### src/rtl/pfg_pkg.sv
package pfg_pkg;

    typedef enum logic [1:0] {
        ST_VALID = 2'd0,
        ST_DRAIN = 2'd1,
        ST_PROT  = 2'd2,
        ST_RECOV = 2'd3
    } pfg_state_e;

    typedef struct packed {
        logic       ce_n;
        logic [1:0] sel;
    } pfg_req_t;

    function automatic int unsigned pfg_max(input int unsigned a, input int unsigned b);
        return (a > b) ? a : b;
    endfunction

    function automatic logic pfg_passes(input pfg_state_e st);
        return (st == ST_VALID) || (st == ST_DRAIN);
    endfunction

endpackage

### src/rtl/pfg_timer.sv
module pfg_timer #(
    parameter int unsigned CNT_W = 8
) (
    input  logic             clk,
    input  logic             rst,
    input  logic             clr,
    input  logic             inc,
    output logic [CNT_W-1:0] count
);
    always_ff @(posedge clk) begin
        if (rst || clr) begin
            count <= '0;
        end else if (inc) begin
            count <= count + 1'b1;
        end
    end
endmodule

### src/rtl/pfg_fsm.sv
module pfg_fsm
    import pfg_pkg::*;
#(
    parameter int unsigned TIMEOUT_CYC = 8,
    parameter int unsigned RECOVER_CYC = 20,
    parameter int unsigned CNT_W       = 5
) (
    input  logic             clk,
    input  logic             rst,
    input  logic             pwr_fail,
    input  logic             ce_n,
    input  logic [CNT_W-1:0] count,
    output pfg_state_e       state,
    output logic             tmr_clr,
    output logic             tmr_inc
);
    localparam logic [CNT_W-1:0] TO_LAST = CNT_W'(TIMEOUT_CYC - 1);
    localparam logic [CNT_W-1:0] RC_LAST = CNT_W'(RECOVER_CYC - 1);

    pfg_state_e nxt;

    always_comb begin
        nxt     = state;
        tmr_clr = 1'b0;
        tmr_inc = 1'b0;
        unique case (state)
            ST_VALID: begin
                tmr_clr = 1'b1;
                if (pwr_fail) begin
                    nxt = ce_n ? ST_PROT : ST_DRAIN;
                end
            end
            ST_DRAIN: begin
                if (ce_n || (count == TO_LAST)) begin
                    nxt     = ST_PROT;
                    tmr_clr = 1'b1;
                end else begin
                    tmr_inc = 1'b1;
                end
            end
            ST_PROT: begin
                tmr_clr = 1'b1;
                if (!pwr_fail) begin
                    nxt = ST_RECOV;
                end
            end
            ST_RECOV: begin
                if (pwr_fail) begin
                    nxt     = ST_PROT;
                    tmr_clr = 1'b1;
                end else if (count == RC_LAST) begin
                    nxt     = ST_VALID;
                    tmr_clr = 1'b1;
                end else begin
                    tmr_inc = 1'b1;
                end
            end
            default: begin
                nxt     = ST_PROT;
                tmr_clr = 1'b1;
            end
        endcase
    end

    always_ff @(posedge clk) begin
        if (rst) begin
            state <= ST_PROT;
        end else begin
            state <= nxt;
        end
    end

    // draining is only entered from normal decoding with an access low
    p_drain_entry_r3: assert property (@(posedge clk) disable iff (rst)
        (state == ST_DRAIN && $past(state) != ST_DRAIN)
            |-> ($past(state) == ST_VALID && !$past(ce_n) && $past(pwr_fail)));

    // the drain window never outlasts the timeout
    p_drain_bound_r4: assert property (@(posedge clk) disable iff (rst)
        (state == ST_DRAIN) |-> (count < CNT_W'(TIMEOUT_CYC)));

    // a failure seen with no access pending skips the drain phase
    p_direct_prot_r5: assert property (@(posedge clk) disable iff (rst)
        (state == ST_VALID && pwr_fail && ce_n) |=> (state == ST_PROT));

    // normal decoding resumes only from a completed recovery
    p_valid_entry_r7: assert property (@(posedge clk) disable iff (rst)
        (state == ST_VALID && $past(state) != ST_VALID)
            |-> ($past(state) == ST_RECOV && $past(count) == RC_LAST && !$past(pwr_fail)));

    // a failure during recovery falls back to protection
    p_reassert_r8: assert property (@(posedge clk) disable iff (rst)
        (state == ST_RECOV && pwr_fail) |=> (state == ST_PROT));
endmodule

### src/rtl/pfg_decode.sv
module pfg_decode
    import pfg_pkg::*;
#(
    parameter int unsigned SEL_W = 2
) (
    input  pfg_req_t                req,
    input  logic                    pass,
    output logic [(1<<SEL_W)-1:0]   bank_n
);
    localparam int unsigned NBANK = 1 << SEL_W;

    for (genvar g = 0; g < NBANK; g++) begin : g_bank
        always_comb begin
            bank_n[g] = !(pass && !req.ce_n && (req.sel == SEL_W'(g)));
        end
    end
endmodule

### src/rtl/pfg_top.sv
module pfg_top
    import pfg_pkg::*;
#(
    parameter int unsigned TIMEOUT_CYC = 10000,
    parameter int unsigned RECOVER_CYC = 8000000
) (
    input  logic       clk,
    input  logic       rst,
    input  logic       chip_en_n,
    input  logic       sel_a,
    input  logic       sel_b,
    input  logic       pwr_fail,
    input  logic       thresh_sel,
    output logic [3:0] bank_en_n,
    output logic       wp_stat,
    output logic       tol_sel_q
);
    localparam int unsigned SEL_W = 2;
    localparam int unsigned CNT_W = $clog2(pfg_max(TIMEOUT_CYC, RECOVER_CYC) + 1);

    pfg_state_e       state;
    logic [CNT_W-1:0] count;
    logic             tmr_clr;
    logic             tmr_inc;
    pfg_req_t         req;

    assign req.ce_n = chip_en_n;
    assign req.sel  = {sel_a, sel_b};

    pfg_timer #(.CNT_W(CNT_W)) u_timer (
        .clk   (clk),
        .rst   (rst),
        .clr   (tmr_clr),
        .inc   (tmr_inc),
        .count (count)
    );

    pfg_fsm #(
        .TIMEOUT_CYC (TIMEOUT_CYC),
        .RECOVER_CYC (RECOVER_CYC),
        .CNT_W       (CNT_W)
    ) u_fsm (
        .clk      (clk),
        .rst      (rst),
        .pwr_fail (pwr_fail),
        .ce_n     (chip_en_n),
        .count    (count),
        .state    (state),
        .tmr_clr  (tmr_clr),
        .tmr_inc  (tmr_inc)
    );

    pfg_decode #(.SEL_W(SEL_W)) u_decode (
        .req    (req),
        .pass   (pfg_passes(state)),
        .bank_n (bank_en_n)
    );

    assign wp_stat = (state != ST_VALID);

    always_ff @(posedge clk) begin
        if (rst) begin
            tol_sel_q <= 1'b0;
        end else begin
            tol_sel_q <= thresh_sel;
        end
    end

    // an idle chip-enable never opens a bank
    p_idle_high_r1: assert property (@(posedge clk) disable iff (rst)
        chip_en_n |-> (&bank_en_n));

    // exactly one bank opens for an access during normal decoding
    p_onehot_r2: assert property (@(posedge clk) disable iff (rst)
        (!wp_stat && !chip_en_n) |-> ($countones(~bank_en_n) == 1));

    // protected and recovering states keep every bank closed
    p_prot_high_r6: assert property (@(posedge clk) disable iff (rst)
        (state == ST_PROT || state == ST_RECOV) |-> (&bank_en_n));

    // the status copy follows its input by one clock
    p_tol_track_r10: assert property (@(posedge clk) disable iff (rst)
        !rst |=> (tol_sel_q == $past(thresh_sel)));
endmodule

### config.mk
export PLATFORM = sky130hd
export DESIGN_NAME = pfg_top
export DESIGN_NICKNAME = d
export VERILOG_FILES = /design/src/rtl/pfg_pkg.sv /design/src/rtl/pfg_timer.sv /design/src/rtl/pfg_fsm.sv /design/src/rtl/pfg_decode.sv /design/src/rtl/pfg_top.sv
export SDC_FILE = /design/constraint.sdc
export NUM_CORES = 1
export LEC_CHECK = 0
export BUFFER_PORTS_ARGS = -buffer_cell sky130_fd_sc_hd__buf_2
export CAP_MARGIN = 20
export CORE_UTILIZATION = 62
export DETAILED_ROUTE_END_ITERATION = 8
export MAX_ROUTING_LAYER = met4
export PLACE_DENSITY = 0.83
export SYNTH_ARGS = -nofsm -noshare
export SYNTH_HDL_FRONTEND = slang
export SYNTH_HIERARCHICAL = 1
export SYNTH_SLANG_ARGS = --single-unit
export TNS_END_PERCENT = 30
### constraint.sdc
create_clock -name clk -period 5.9 [get_ports clk]
set_clock_uncertainty 0.15 [all_clocks]
set_input_delay 0 -clock clk [delete_from_list [all_inputs] [get_ports clk]]
set_output_delay 0 -clock clk [all_outputs]
set_load 0.05 [all_outputs]
# [Yosys cells after proc, flatten, opt, wreduce, memory -nomap -nowiden]
# Cells that the tools add are included.
[word_totals] register_bits=26 inputBits=7 output_inout_bits=6 word_cells=49
[classes] add_sub_neg=1 eq_ne=12 muxes=15 n_reduce_logical=18
[ops] op="adder 23 x 1 -> 23 bit (second input constant)" n=1
[ops] op="equality test 23 x 14 -> 1 bit (second input constant)" n=1
[ops] op="equality test 23 bit (second input constant)" n=1
[ops] op="2-to-1 mux 2 bit" n=6
[ops] op="equality test 2 bit (second input constant)" n=4
[ops] op="case mux 2 bit (4 select lines)" n=1
[ops] op="2-to-1 mux 1 bit" n=6
[ops] op="logical AND 1 bit" n=5
[ops] op="zero test 1 bit" n=5
[ops] op="equality test 2 x 1 -> 1 bit (second input constant)" n=2
[ops] op="zero test 2 bit" n=2
[ops] op="!= test 2 bit (second input constant)" n=2
[ops] op="AND reduction 4 bit" n=1
[ops] op="logical OR 1 bit" n=3
[ops] op="!= test 3 x 2 -> 1 bit (second input constant)" n=1
[ops] op="case mux 1 bit (3 select lines)" n=1
[ops] op="!= test 2 x 1 -> 1 bit (second input constant)" n=1
[ops] op="case mux 1 bit (2 select lines)" n=1
[ops] op="nonzero test 2 bit" n=1
[ops] op="OR reduction 2 bit" n=1

# [Logic depth before layout (Yosys ltp)]
# Gate-level depths: netlist (run 1).
[depth] word_depth=5 mapped_depth=11 depth_no_buf=9

# [Cells and area by module]
# Netlist (run 1), hierarchy kept.
[modules_own_cells] mod="pfg_timer" n_inst=1 cells_per_inst=121 area_each_um2=1088.5 seq_area_each_um2=460.4
[modules_own_cells] mod="pfg_fsm" n_inst=1 cells_per_inst=33 area_each_um2=261.5 seq_area_each_um2=40.0
[modules_own_cells] mod="pfg_decode" n_inst=1 cells_per_inst=4 area_each_um2=41.3 seq_area_each_um2=0.0
[modules_own_cells] mod="pfg_top" n_inst=1 cells_per_inst=4 area_each_um2=36.3 seq_area_each_um2=20.0

# [Least setup slack after synthesis (run 1)]
# Ideal clock, no wire load.
[synth_timing] kind="reg2reg" startpoint="register u_timer.count[10]" endpoint="register u_timer.count[19]" setup_time_ns=0.072 t_arrival_ns=2.579 t_required_ns=5.678 path_slack_ns=3.100 path_stages_with_launch=12 n_path_buf=2 period_less_slack_ns=2.800 path_cell_list="dfxtp_1 or4b_1 or4_4 nor3_4 nor3b_1 o21a_1 and3_2 buf_2 and2_1 buf_2 nand4_1 mux2i_1"
[synth_via] elab_cells_between_ends=13 classes_between="add/sub: 1; eq/ne: 2; mux: 8; reduce/logical: 2"
[synth_lines] element="start: declaration" line="pfg_timer.sv:8" text="output logic [CNT_W-1:0] count"
[synth_lines] element="start signal: assignment" line="pfg_timer.sv:14" text="count <= count + 1'b1;"
[synth_lines] element="equality test 23 bit / equality test 23 x 14 -> 1 bit (equally long branches)" line="pfg_fsm.sv:51, pfg_fsm.sv:34"
[synth_lines] element="2-to-1 mux 1 bit / logical OR 1 bit (equally long branches)" line="pfg_fsm.sv:51, pfg_fsm.sv:34"
[synth_lines] element="2-to-1 mux 1 bit (on tied branches)" line="pfg_fsm.sv:48, pfg_fsm.sv:34"
[synth_lines] element="case mux 1 bit (2 select lines) *" line="pfg_fsm.sv:26" text="unique case (state)"
[synth_lines] element="net tmr_inc" line="pfg_top.sv:24" text="logic tmr_inc;"
# Mark *: on every way through the listed nets, which the timed path passes. The rest lies on a longest branch.
# A chain may end at the register's enable or synchronous reset.

# [Worst setup path after layout (run 1)]
# Ends and elaborated chain as after synthesis.

==> results of run 1 <==
==> final timing paths <==
check / cells past startpoint / to
hold reg to reg: 2 / u_timer/count[13]$_SDFFE_PP0P_
setup reg to reg: 9 / u_timer/count[19]$_SDFFE_PP0P_
hold / removal: 4 / u_fsm/state[1]$_SDFFE_PP1P_
setup / recovery: 9 / u_timer/count[19]$_SDFFE_PP0P_
==> layout by cell type (no fill, tap or decap), types with 5 or more instances in the layout <==
cell type,count
xnor2_1,5
and4_1,5
nor2_1,21
nand4_1,8
dlygate4sd3_1,5
nand2_1,15
a21oi_1,5
buf_2,12
dfxtp_1,26
xor2_1,7
==> per-layer routing <==
metal  GRT usage  vias to the layer above  share of wire
li1            -                      647              -
met1       0.308                      629           0.45
met2       0.489                       30           0.51
met3      0.0463                        6          0.028
met4       0.148                        0          0.016
met5           -                        -              0
==> cells in the mapped netlist (2+ instances only) <==
cell type | count | area [um2]
dfxtp_1 | 26 | 521
nor2_1 | 21 | 78.8
nand2_1 | 15 | 56.3
nand4_1 | 8 | 50.1
xor2_1 | 7 | 61.3
a21oi_1 | 5 | 25.0
and4_1 | 5 | 43.8
xnor2_1 | 5 | 43.8
a31oi_1 | 4 | 25.0
inv_1 | 4 | 15.0
o21ai_0 | 4 | 20.0
a41o_1 | 3 | 30.0
and3_1 | 3 | 18.8
mux2i_1 | 3 | 30.0
nand3_1 | 3 | 15.0
nand4bb_1 | 3 | 33.8
nor3_1 | 3 | 15.0
nor4_1 | 3 | 18.8
or3_1 | 3 | 18.8
a211oi_1 | 2 | 15.0
a21o_1 | 2 | 15.0
a31o_2 | 2 | 17.5
buf_2 | 2 | 10.0
clkbuf_1 | 2 | 7.51
nand4b_1 | 2 | 17.5
or2_2 | 2 | 12.5
or4b_1 | 2 | 20.0
==> worst reg2reg max path: cells and delay by family (launching register included) <==
| kind | cells | cell delay (ns) |
|---|---|---|
| AO/OA/AOI/OAI | 1 | 0.28 |
| flip-flops | 1 | 0.40 |
| multiplexers | 1 | 0.19 |
| AND/OR/NAND/NOR | 7 | 1.86 |
==> cell families (layout without fill, tap and decap cells) <==
family                     Yosys count  after routing  share of synthesized area
adders and majority gates            1              1                    0.00876
muxes                                4              4                     0.0289
AOI/OAI and AO/OA                   26             26                      0.129
xor gates and xnor gates            12             12                     0.0736
DFF                                 26             26                      0.365
and+or+nand+nor                     85             85                      0.372
buffers and inverters                8             25                     0.0228
==> registers in the layout (all words and copies together) (netlist names) <==
signal,count
u_timer/count,23
tol_sel_q,1
u_fsm/state,2
==> layout make-up <==
type / instances / share of cell area
tap: 28 / 0.0218
clock inverter: 1 / 0.0187
multi-input combinational: 128 / 0.544
timing repair buffer: 17 / 0.0685
sequential: 26 / 0.324
clock buffer: 3 / 0.0140
inverter: 4 / 0.00934
==> power groups by stage <==
stage	Combinational (uW)	Sequential, uW	Clock, uW
after floorplan	5.39	182	0
after global placement	10.8	181	0
after detailed placement	11.2	181	0
after CTS	13.8	177	127
after global routing	15.6	177	133
final	14.0	177	123
==> per-stage QoR <==
| stage | total power, uW | setup slack (ns) |
|---|---|---|
| floorplan | 187 | 3.10 |
| global placement | 192 | 3.10 |
| detailed placement | 192 | 3.02 |
| CTS | 318 | 2.98 |
| global route | 326 | 2.74 |
| finish | 314 | 2.96 |
==> impl_metrics.tcl, run 1 <==
set metrics [dict create \
    outcome "finished, final reports clean" \
    cts_buffer_depth 2 \
    slew_headroom 0.653 \
    timing.hold.ws_ns 0.0561 \
    multi_input_area_um2 875 \
    p_leak_uw 0.000633 \
    clockRootBuffer "clkbuf_4" \
    finish.instance_area_mm2 0.00161 \
    clock-sinks 26 \
    ys_seq_elements 26 \
    netSwitchingFraction 0.200 \
    cts_resized 0 \
    grt_pass1_wl_mm 5.24 \
    cts_buffers 3 \
    drc_errors 0 \
    sequentialPowerShare 0.564 \
    post-cts-setup-buffers 0 \
    fmax_ghz 0.340 \
    fin_crit_ns 2.94 \
    die_area_mm2 0.00250 \
    yosys_warnings 6 \
    slew_violations 0 \
    fillers 167 \
    cp_num_buf_inv 0 \
    min_path_type "input pin to flip-flop" \
    crit_required_ns 6.03 \
    path_clk_slew_ns 0.14 \
    hpwl_mm 2.18 \
    clock_latency_ns 0.33 \
    crit_start "u_timer/count[10]$_SDFFE_PP0P_" \
    combinationalPowerShare 0.045 \
    yosysSeqAreaShare 0.365 \
    synth_edf_count 0 \
    post-route-util 0.734 \
    wl_per_cell_um 15.0 \
    powerDensity_mw_per_mm2 196 \
    die_w_um 50.0 \
    cp_cell_sequence "or4b_1, or4_4, nor3_4, nor3b_1, o21a_1, and3_2, and2_1, nand4_1, mux2i_1" \
    grtUsageTotal 0.284 \
    synth_fp_nets 170 \
    synth_cell_types 45 \
    start_util 0.652 \
    grt_max_degree 22 \
    rsz0062_at_grt "no" \
    placed_cells 198 \
    area_growth_pct 12.6 \
    fin_setup_tns_ns 0 \
    vias 1312 \
    tightest_slew_ns 0.516 \
    syn_area_mm2 0.00143 \
    viasPerCell 6.34 \
    synth_area_per_cell_um2 8.81 \
    grt_pass1_vias 1231 \
    clockPowerShare 0.392 \
    drv_cap 0 \
    die_y_um 50.0 \
    reg2reg_slack_ns 2.96 \
    synthArstFlopShare 0 \
    hold_violations 0 \
    seqCellArea_um2 520 \
    internal_power_uw 252 \
    crit_slowest_cell "or4b_1" \
    critPathKind "flip-flop to flip-flop" \
    antenna_found_initial 0 \
    gp_congestion 0.856 \
    cts_max_level 1 \
    placed_cell_area_mm2 0.00151 \
    end_kind "flip-flop" \
    antenna_left 0 \
    nNetsFinal 188 \
    dr.pass1.iters 4 \
    finalWirelength_mm 3.10 \
    worst-path-max-fanout 7 \
    coreArea_mm2 0.00219 \
    post-route-period-util 0.498 \
    worstHoldStart "chip_en_n" \
    start_kind "flip-flop" \
    cp_top_family "simple AND/OR/NAND/NOR gates" \
    synth_cells 162 \
    cts_tree "yes" \
    diodes 0 \
    reg2reg_from "u_timer/count[10]$_SDFFE_PP0P_" \
    arrival_ns 3.06 \
    instances_no_fill 207 \
    num_io_pins 13 \
    num_rows 17 \
    cp_slowest_stage_delay_ns 0.52 \
    drt_iter0_markers 48 \
    final_layout_size_suffix_gt1_frac 0.162 \
    grt_overflow 0 \
    synthFlopType "dfxtp_1" \
    setup_viol 0 \
    cts-hold-fix-buffers 5 \
    peakVddDrop_uv 197 \
    p_sw_uw 62.7 \
    port-buffer-count 12 \
]
Power figures use the tool's default switching activity.
==> run 2, diff against run 1 <==
ABC_AREA = 1   (was default)
CORE_UTILIZATION = 53   (was 62)
PLACE_DENSITY = 0.75   (was 0.83)
clock period = 2.4 ns   (was 5.9 ns; I/O delays follow)
==> run 2 against run 1 <==
- design area rose by 8.5%
- cell count grew 45%
- clock power is 50% higher
- die area up 29%
- via count up 16%
- sequential cell count is the same
- hold slack better by 0.028 ns
- sequential power rose to 2.7 times the previous value
- critical endpoint is now u_timer/count[17]$_SDFFE_PP0P_
- register-to-register slack lost 2.5 ns
==> impl_metrics.tcl, run 2 <==
set metrics [dict create \
    outcome "finished, final reports clean" \
    finalWirelength_mm 3.17 \
    peakVddDrop_uv 535 \
    synth_cells 252 \
    synth_edf_count 0 \
    yosys.area.top_type "dfxtp_1" \
    drt_iter0_markers 54 \
    cts_tree "yes" \
    timing.hold.ws_ns 0.0845 \
    post-cts-setup-buffers 0 \
    instances_no_fill 301 \
    hold_violations 0 \
    cts_buffer_depth 2 \
    cp_cell_sequence "inv_1, nand4_1, nor2_1, nand3_1, nand2_2, nand2_2, nand2_2, nor2_4, nand2_4, nor2_8, nand3_1, nand2_1, nor2_1" \
    coreArea_mm2 0.00281 \
    gp_congestion 0.833 \
    ys_top_cells_by_count "56 x nand2_1, 54 x nor2_1, 31 x inv_1, 26 x dfxtp_1, 23 x nand3_1" \
    top_register "u_timer/count" \
    worst-path-max-fanout 9 \
    syn_area_mm2 0.00159 \
    synthArstFlopShare 0 \
    wl_per_cell_um 10.5 \
    grt_pass1_vias 1255 \
    muxShareOfSynthArea 0 \
    ys_seq_elements 26 \
    synth_fp_nets 260 \
    clock_latency_ns 0.32 \
    yosysSeqAreaShare 0.328 \
    tightest_slew_ns 0.414 \
    cp_num_buf_inv 1 \
    clockRootBuffer "clkbuf_4" \
    yosys_warnings 6 \
    p_leak_uw 0.000682 \
    multi_input_area_um2 937 \
    grt_pass1_wl_mm 5.41 \
    clock-sinks 26 \
    min_path_type "input pin to flip-flop" \
    arrival_ns 2.04 \
    seqCellArea_um2 520 \
    synth-compound-area-share 0.0906 \
    yosys-top-cells-area "dfxtp_1 33%, nand2_1 13%, nor2_1 13%, inv_1 7.3%, nand3_1 7.2%" \
    diodes 0 \
    die_w_um 56.8 \
    synth_area_per_cell_um2 6.31 \
    cp_common_cell "nand2_2" \
    port-buffer-count 12 \
    start_kind "flip-flop" \
    antenna_found_initial 0 \
    synth_simple_gate_area_frac 0.486 \
    post-route-util 0.622 \
    grt_max_degree 14 \
    synthFlopType "dfxtp_1" \
    vias 1517 \
    cp_slowest_stage_delay_ns 0.46 \
    yosysMostFrequentCell "nand2_1" \
    synth_top_family_by_area "simple AND/OR/NAND/NOR gates" \
    powerDensity_mw_per_mm2 526 \
    cts_max_level 1 \
    cts_buffers 3 \
    synth_cell_types 23 \
    placed_cells 295 \
    viasPerCell 5.04 \
    die_area_mm2 0.00322 \
    critPathKind "flip-flop to flip-flop" \
    num_io_pins 13 \
    synthAdderAreaFrac 0.00787 \
    final_common_cell "nand2_1" \
    slew_violations 0 \
    synth-xor-area-share 0.00551 \
    setup_viol 0 \
    end_kind "flip-flop" \
    final_layout_size_suffix_gt1_frac 0.152 \
    start_util 0.566 \
    crit_slowest_cell "dfxtp_1" \
    num_rows 19 \
    hpwl_mm 2.42 \
    path_clk_slew_ns 0.14 \
    rsz0062_at_grt "no" \
    cts_resized 0 \
    die_y_um 56.8 \
    yosysTopAreaCellShare 0.328 \
    drc_errors 0 \
    fmax_ghz 0.510 \
    slew_headroom 0.721 \
    fillers 284 \
    drv_cap 0 \
    nNetsFinal 280 \
    antenna_left 0 \
    largest_register_ffs 23 \
    crit_required_ns 2.48 \
    fin_crit_ns 1.96 \
    finish.instance_area_mm2 0.00174 \
    reg_top3 "u_timer/count (23), u_fsm/state (2), tol_sel_q (1)" \
    mostFrequentLayoutCells "56 x nand2_1, 54 x nor2_1, 31 x inv_1" \
    fin_setup_tns_ns 0 \
    grtUsageTotal 0.218 \
    dr.pass1.iters 4 \
    placed_cell_area_mm2 0.00169 \
    grt_overflow 0 \
    cts-hold-fix-buffers 3 \
    cp_top_family "simple AND/OR/NAND/NOR gates" \
    post-route-period-util 0.817 \
    area_growth_pct 9.76 \
]
==> run 2: changes by cell type after synthesis, moves of 6 or more <==
| cell | change |
|---|---|
| a21oi_1 | +14 |
| xor2_1 | -6 |
| nor2_1 | +33 |
| nand3_1 | +20 |
| inv_1 | +27 |
| nand2_2 | +9 |
| nand2_1 | +41 |
==> run 2: cell families (layout without fill, tap and decap cells) <==
group           count (synthesis)  after routing
flops                          26             26
buf+inv                        34             52
fa+ha+maj                       1              1
simple gates                  163            163
xor+xnor                        1              1
compound gates                 27             27
==> run 2: per-layer routing <==
layer | share of wire | track usage | vias to the layer above | wire [um]
li1 | - | - | 830 | -
met1 | 0.49 | 0.284 | 663 | 1540
met5 | 0 | - | - | 0
met2 | 0.47 | 0.352 | 20 | 1490
met4 | 0.014 | 0.0836 | 0 | 43
met3 | 0.029 | 0.0207 | 4 | 93
==> run 2: area by class of cell <==
type                    count  area share
inverters                  32      0.0689
multi-input cells         192       0.537
flip-flops and latches     26       0.298
clock buffers               3      0.0129
well taps                  31      0.0222
repair buffers             17      0.0603
==> run 2: path summary, 6_finish.rpt <==
path	startpoint	endpoint	slack, ns	cells after the start
worst max-delay path	u_timer/count[18]$_SDFFE_PP0P_	u_timer/count[17]$_SDFFE_PP0P_	0.44	13
worst min register to register	u_timer/count[9]$_SDFFE_PP0P_	u_timer/count[9]$_SDFFE_PP0P_	0.36	2
worst max register to register	u_timer/count[18]$_SDFFE_PP0P_	u_timer/count[17]$_SDFFE_PP0P_	0.44	13
worst min-delay path	pwr_fail	u_fsm/state[0]$_SDFFE_PP0P_	0.08	5
==> run 2: worst min-delay path: stages <==
cell and delay, ns:
buf_2 0.09, inv_1 0.07, o21ai_0 0.16, a21oi_2 0.16, nor2_1 0.04
==> run 2: metrics by stage <==
stage / power (uW) / worst slack [ns]
5_1_grt: 976 / 0.220
6_report: 917 / 0.440
2_1_floorplan: 683 / 0.671
3_3_place_gp: 734 / 0.472
4_1_cts: 930 / 0.450
3_5_place_dp: 738 / 0.465
==> run 2: power by group <==
part           leakage, uW  switching (uW)  internal, uW
clock            0.0000138             126          58.8
combinational     0.000458             171          87.1
sequential        0.000210            24.7           449
total             0.000682             322           595
==> run 3, diff against run 2 <==
CORE_UTILIZATION = 59   (was 53)
PLACE_DENSITY = 0.79   (was 0.75)
clock period = 2 ns   (was 2.4 ns; I/O delays follow)
==> run 3 against run 2 <==
- power up 24%
- clock power is 16% higher
- setup slack lost 0.33 ns
- sequential share of layout area down 1.4 points
- critical path type unchanged
- highest routed layer unchanged
==> impl_metrics.tcl, run 3 (synthesized netlist as in run 2, its figures left out) <==
set metrics [dict create \
    outcome "finished, final reports clean" \
    placed_cells 305 \
    cp_slowest_stage_delay_ns 0.37 \
    antenna_left 0 \
    diodes 0 \
    drt_iter0_markers 40 \
    drv_cap 0 \
    cts_buffer_depth 2 \
    wl_per_cell_um 11.3 \
    netSwitchingFraction 0.347 \
    fmax_ghz 0.529 \
    cts_max_level 1 \
    p_leak_uw 0.000781 \
    crit_slowest_cell "dfxtp_2" \
    fin_setup_tns_ns 0 \
    p_sw_uw 394 \
    dr.pass1.iters 4 \
    cp_num_buf_inv 3 \
    arrival_ns 1.95 \
    setup_viol 0 \
    path_clk_slew_ns 0.13 \
    post-route-period-util 0.945 \
    min_path_type "input pin to flip-flop" \
    crit_required_ns 2.06 \
    grt_pass1_wl_mm 5.25 \
    powerDensity_mw_per_mm2 597 \
    drc_errors 0 \
    largest_register_ffs 23 \
    fin_crit_ns 1.89 \
    clock_latency_ns 0.31 \
    reg2reg_slack_ns 0.11 \
    combinationalPowerShare 0.313 \
    internal_power_uw 742 \
    worst-path-max-fanout 15 \
    clockRootBuffer "clkbuf_4" \
    timing.hold.ws_ns 0.0919 \
    tightest_slew_ns 0.384 \
    grt_pass1_vias 1261 \
    nNetsFinal 296 \
    start_util 0.636 \
    gp_congestion 0.882 \
    sequentialPowerShare 0.499 \
    die_w_um 53.9 \
    end_kind "flip-flop" \
    grt_max_degree 16 \
    num_rows 18 \
    cp_top_family "simple AND/OR/NAND/NOR gates" \
    final_common_cell "nand2_1" \
    cts_buffers 3 \
    crit_cells 12 \
    slew_violations 0 \
    clockPowerShare 0.189 \
    r2r-end "u_timer/count[1]$_SDFFE_PP0P_" \
    cp_cell_sequence "nor2_2, nand2_1, nor2_1, nand3_1, nand2_2, nand2_4, inv_1, nor2_1, buf_4, buf_12, o21ai_0, a21oi_1" \
    reg2reg_from "u_timer/count[15]$_SDFFE_PP0P_" \
    crit_path_end "u_timer/count[1]$_SDFFE_PP0P_" \
    clock-sinks 26 \
    cts_tree "yes" \
    vias 1627 \
    die_y_um 53.9 \
    grt_overflow 0 \
    hpwl_mm 2.58 \
    hold_violations 0 \
    cp_common_cell "nor2_1" \
    top_register "u_timer/count" \
    final_layout_size_suffix_gt1_frac 0.248 \
    antenna_found_initial 0 \
    finalWirelength_mm 3.57 \
    reg_top3 "u_timer/count (23), u_fsm/state (2), tol_sel_q (1)" \
    peakVddDrop_uv 642 \
    post-route-util 0.760 \
    mostFrequentLayoutCells "56 x nand2_1, 54 x nor2_1, 31 x inv_1" \
    reg2reg_depth 12 \
    slew_headroom 0.741 \
    viasPerCell 5.15 \
    start_kind "flip-flop" \
    num_io_pins 13 \
    port-buffer-count 12 \
    critPathKind "flip-flop to flip-flop" \
    instances_no_fill 316 \
    crit_start "u_timer/count[15]$_SDFFE_PP0P_" \
    coreArea_mm2 0.00250 \
    area_growth_pct 19.6 \
    grtUsageTotal 0.258 \
    die_area_mm2 0.00290 \
]
==> run 3: cell count changes in the layout (fill, tap and decap cells not counted), sizes merged <==
cell,before,now
buf,14,30
==> run 3: area by class of cell <==
| type | instances | area, um2 |
|---|---|---|
| sequential | 26 | 541 |
| tap | 30 | 37.5 |
| inverter | 32 | 120 |
| clock buffer | 3 | 22.5 |
| timing repair buffer | 33 | 238 |
| fill | 203 | 599 |
| multi-input combinational | 192 | 942 |
==> run 3: worst min-delay path: stages <==
cell     delay (ns)
buf_2          0.07
inv_1          0.05
nand3_1        0.09
o31ai_1        0.07
inv_1          0.05
nand4_1        0.10
nand3_1        0.10
==> run 3: routing by layer <==
layer  global-route usage  part of all wire  routed length [um]  vias up
li1                     -                 -                   -      860
met1                0.332              0.48                1710      723
met2                0.414              0.47                1670       38
met3               0.0508             0.035                 126        6
met4               0.0570             0.017                  61        0
met5                    -                 0                   0        -
==> run 3: power groups by stage <==
stage | clock network (uW) | logic (uW) | registers [uW]
after floorplan | 0 | 241 | 579
after global placement | 0 | 311 | 580
after detailed placement | 0 | 317 | 579
after CTS | 218 | 322 | 568
after global routing | 233 | 395 | 569
final | 214 | 355 | 566
==> run 3: how the worst min path moves through the flow <==
| stage | from | endpoint | slack [ns] | cells after the start |
|---|---|---|---|---|
| 6_report | pwr_fail | u_fsm/state[1]$_SDFFE_PP1P_ | 0.09 | 7 |
| 5_1_grt | pwr_fail | u_fsm/state[0]$_SDFFE_PP0P_ | 0.13 | 5 |
| 4_1_cts | pwr_fail | u_fsm/state[0]$_SDFFE_PP0P_ | 0.09 | 5 |
| 3_5_place_dp | rst | tol_sel_q$_SDFF_PP0_ | 0.06 | 2 |
| 3_3_place_gp | thresh_sel | tol_sel_q$_SDFF_PP0_ | 0.05 | 3 |
| 2_1_floorplan | rst | tol_sel_q$_SDFF_PP0_ | -0.08 | 1 |
==> run 3: through the flow <==
stage	setup slack, ns	instance area (um2)	total power (uW)
final	0.110	1900	1140
after global routing	-0.0161	1900	1200
after CTS	0.0713	1840	1110
after detailed placement	0.105	1790	896
after global placement	0.133	1790	890
after floorplan	0.271	1590	820
==> run 3: repair_timing <==
action | 4_1_cts | 5_1_grt
hold endpoints to repair | 6 | 0
gates resized for setup | 0 | 16
hold buffers | 3 | 0
buffers inserted | 0 | 5
setup endpoints to repair | 0 | 19
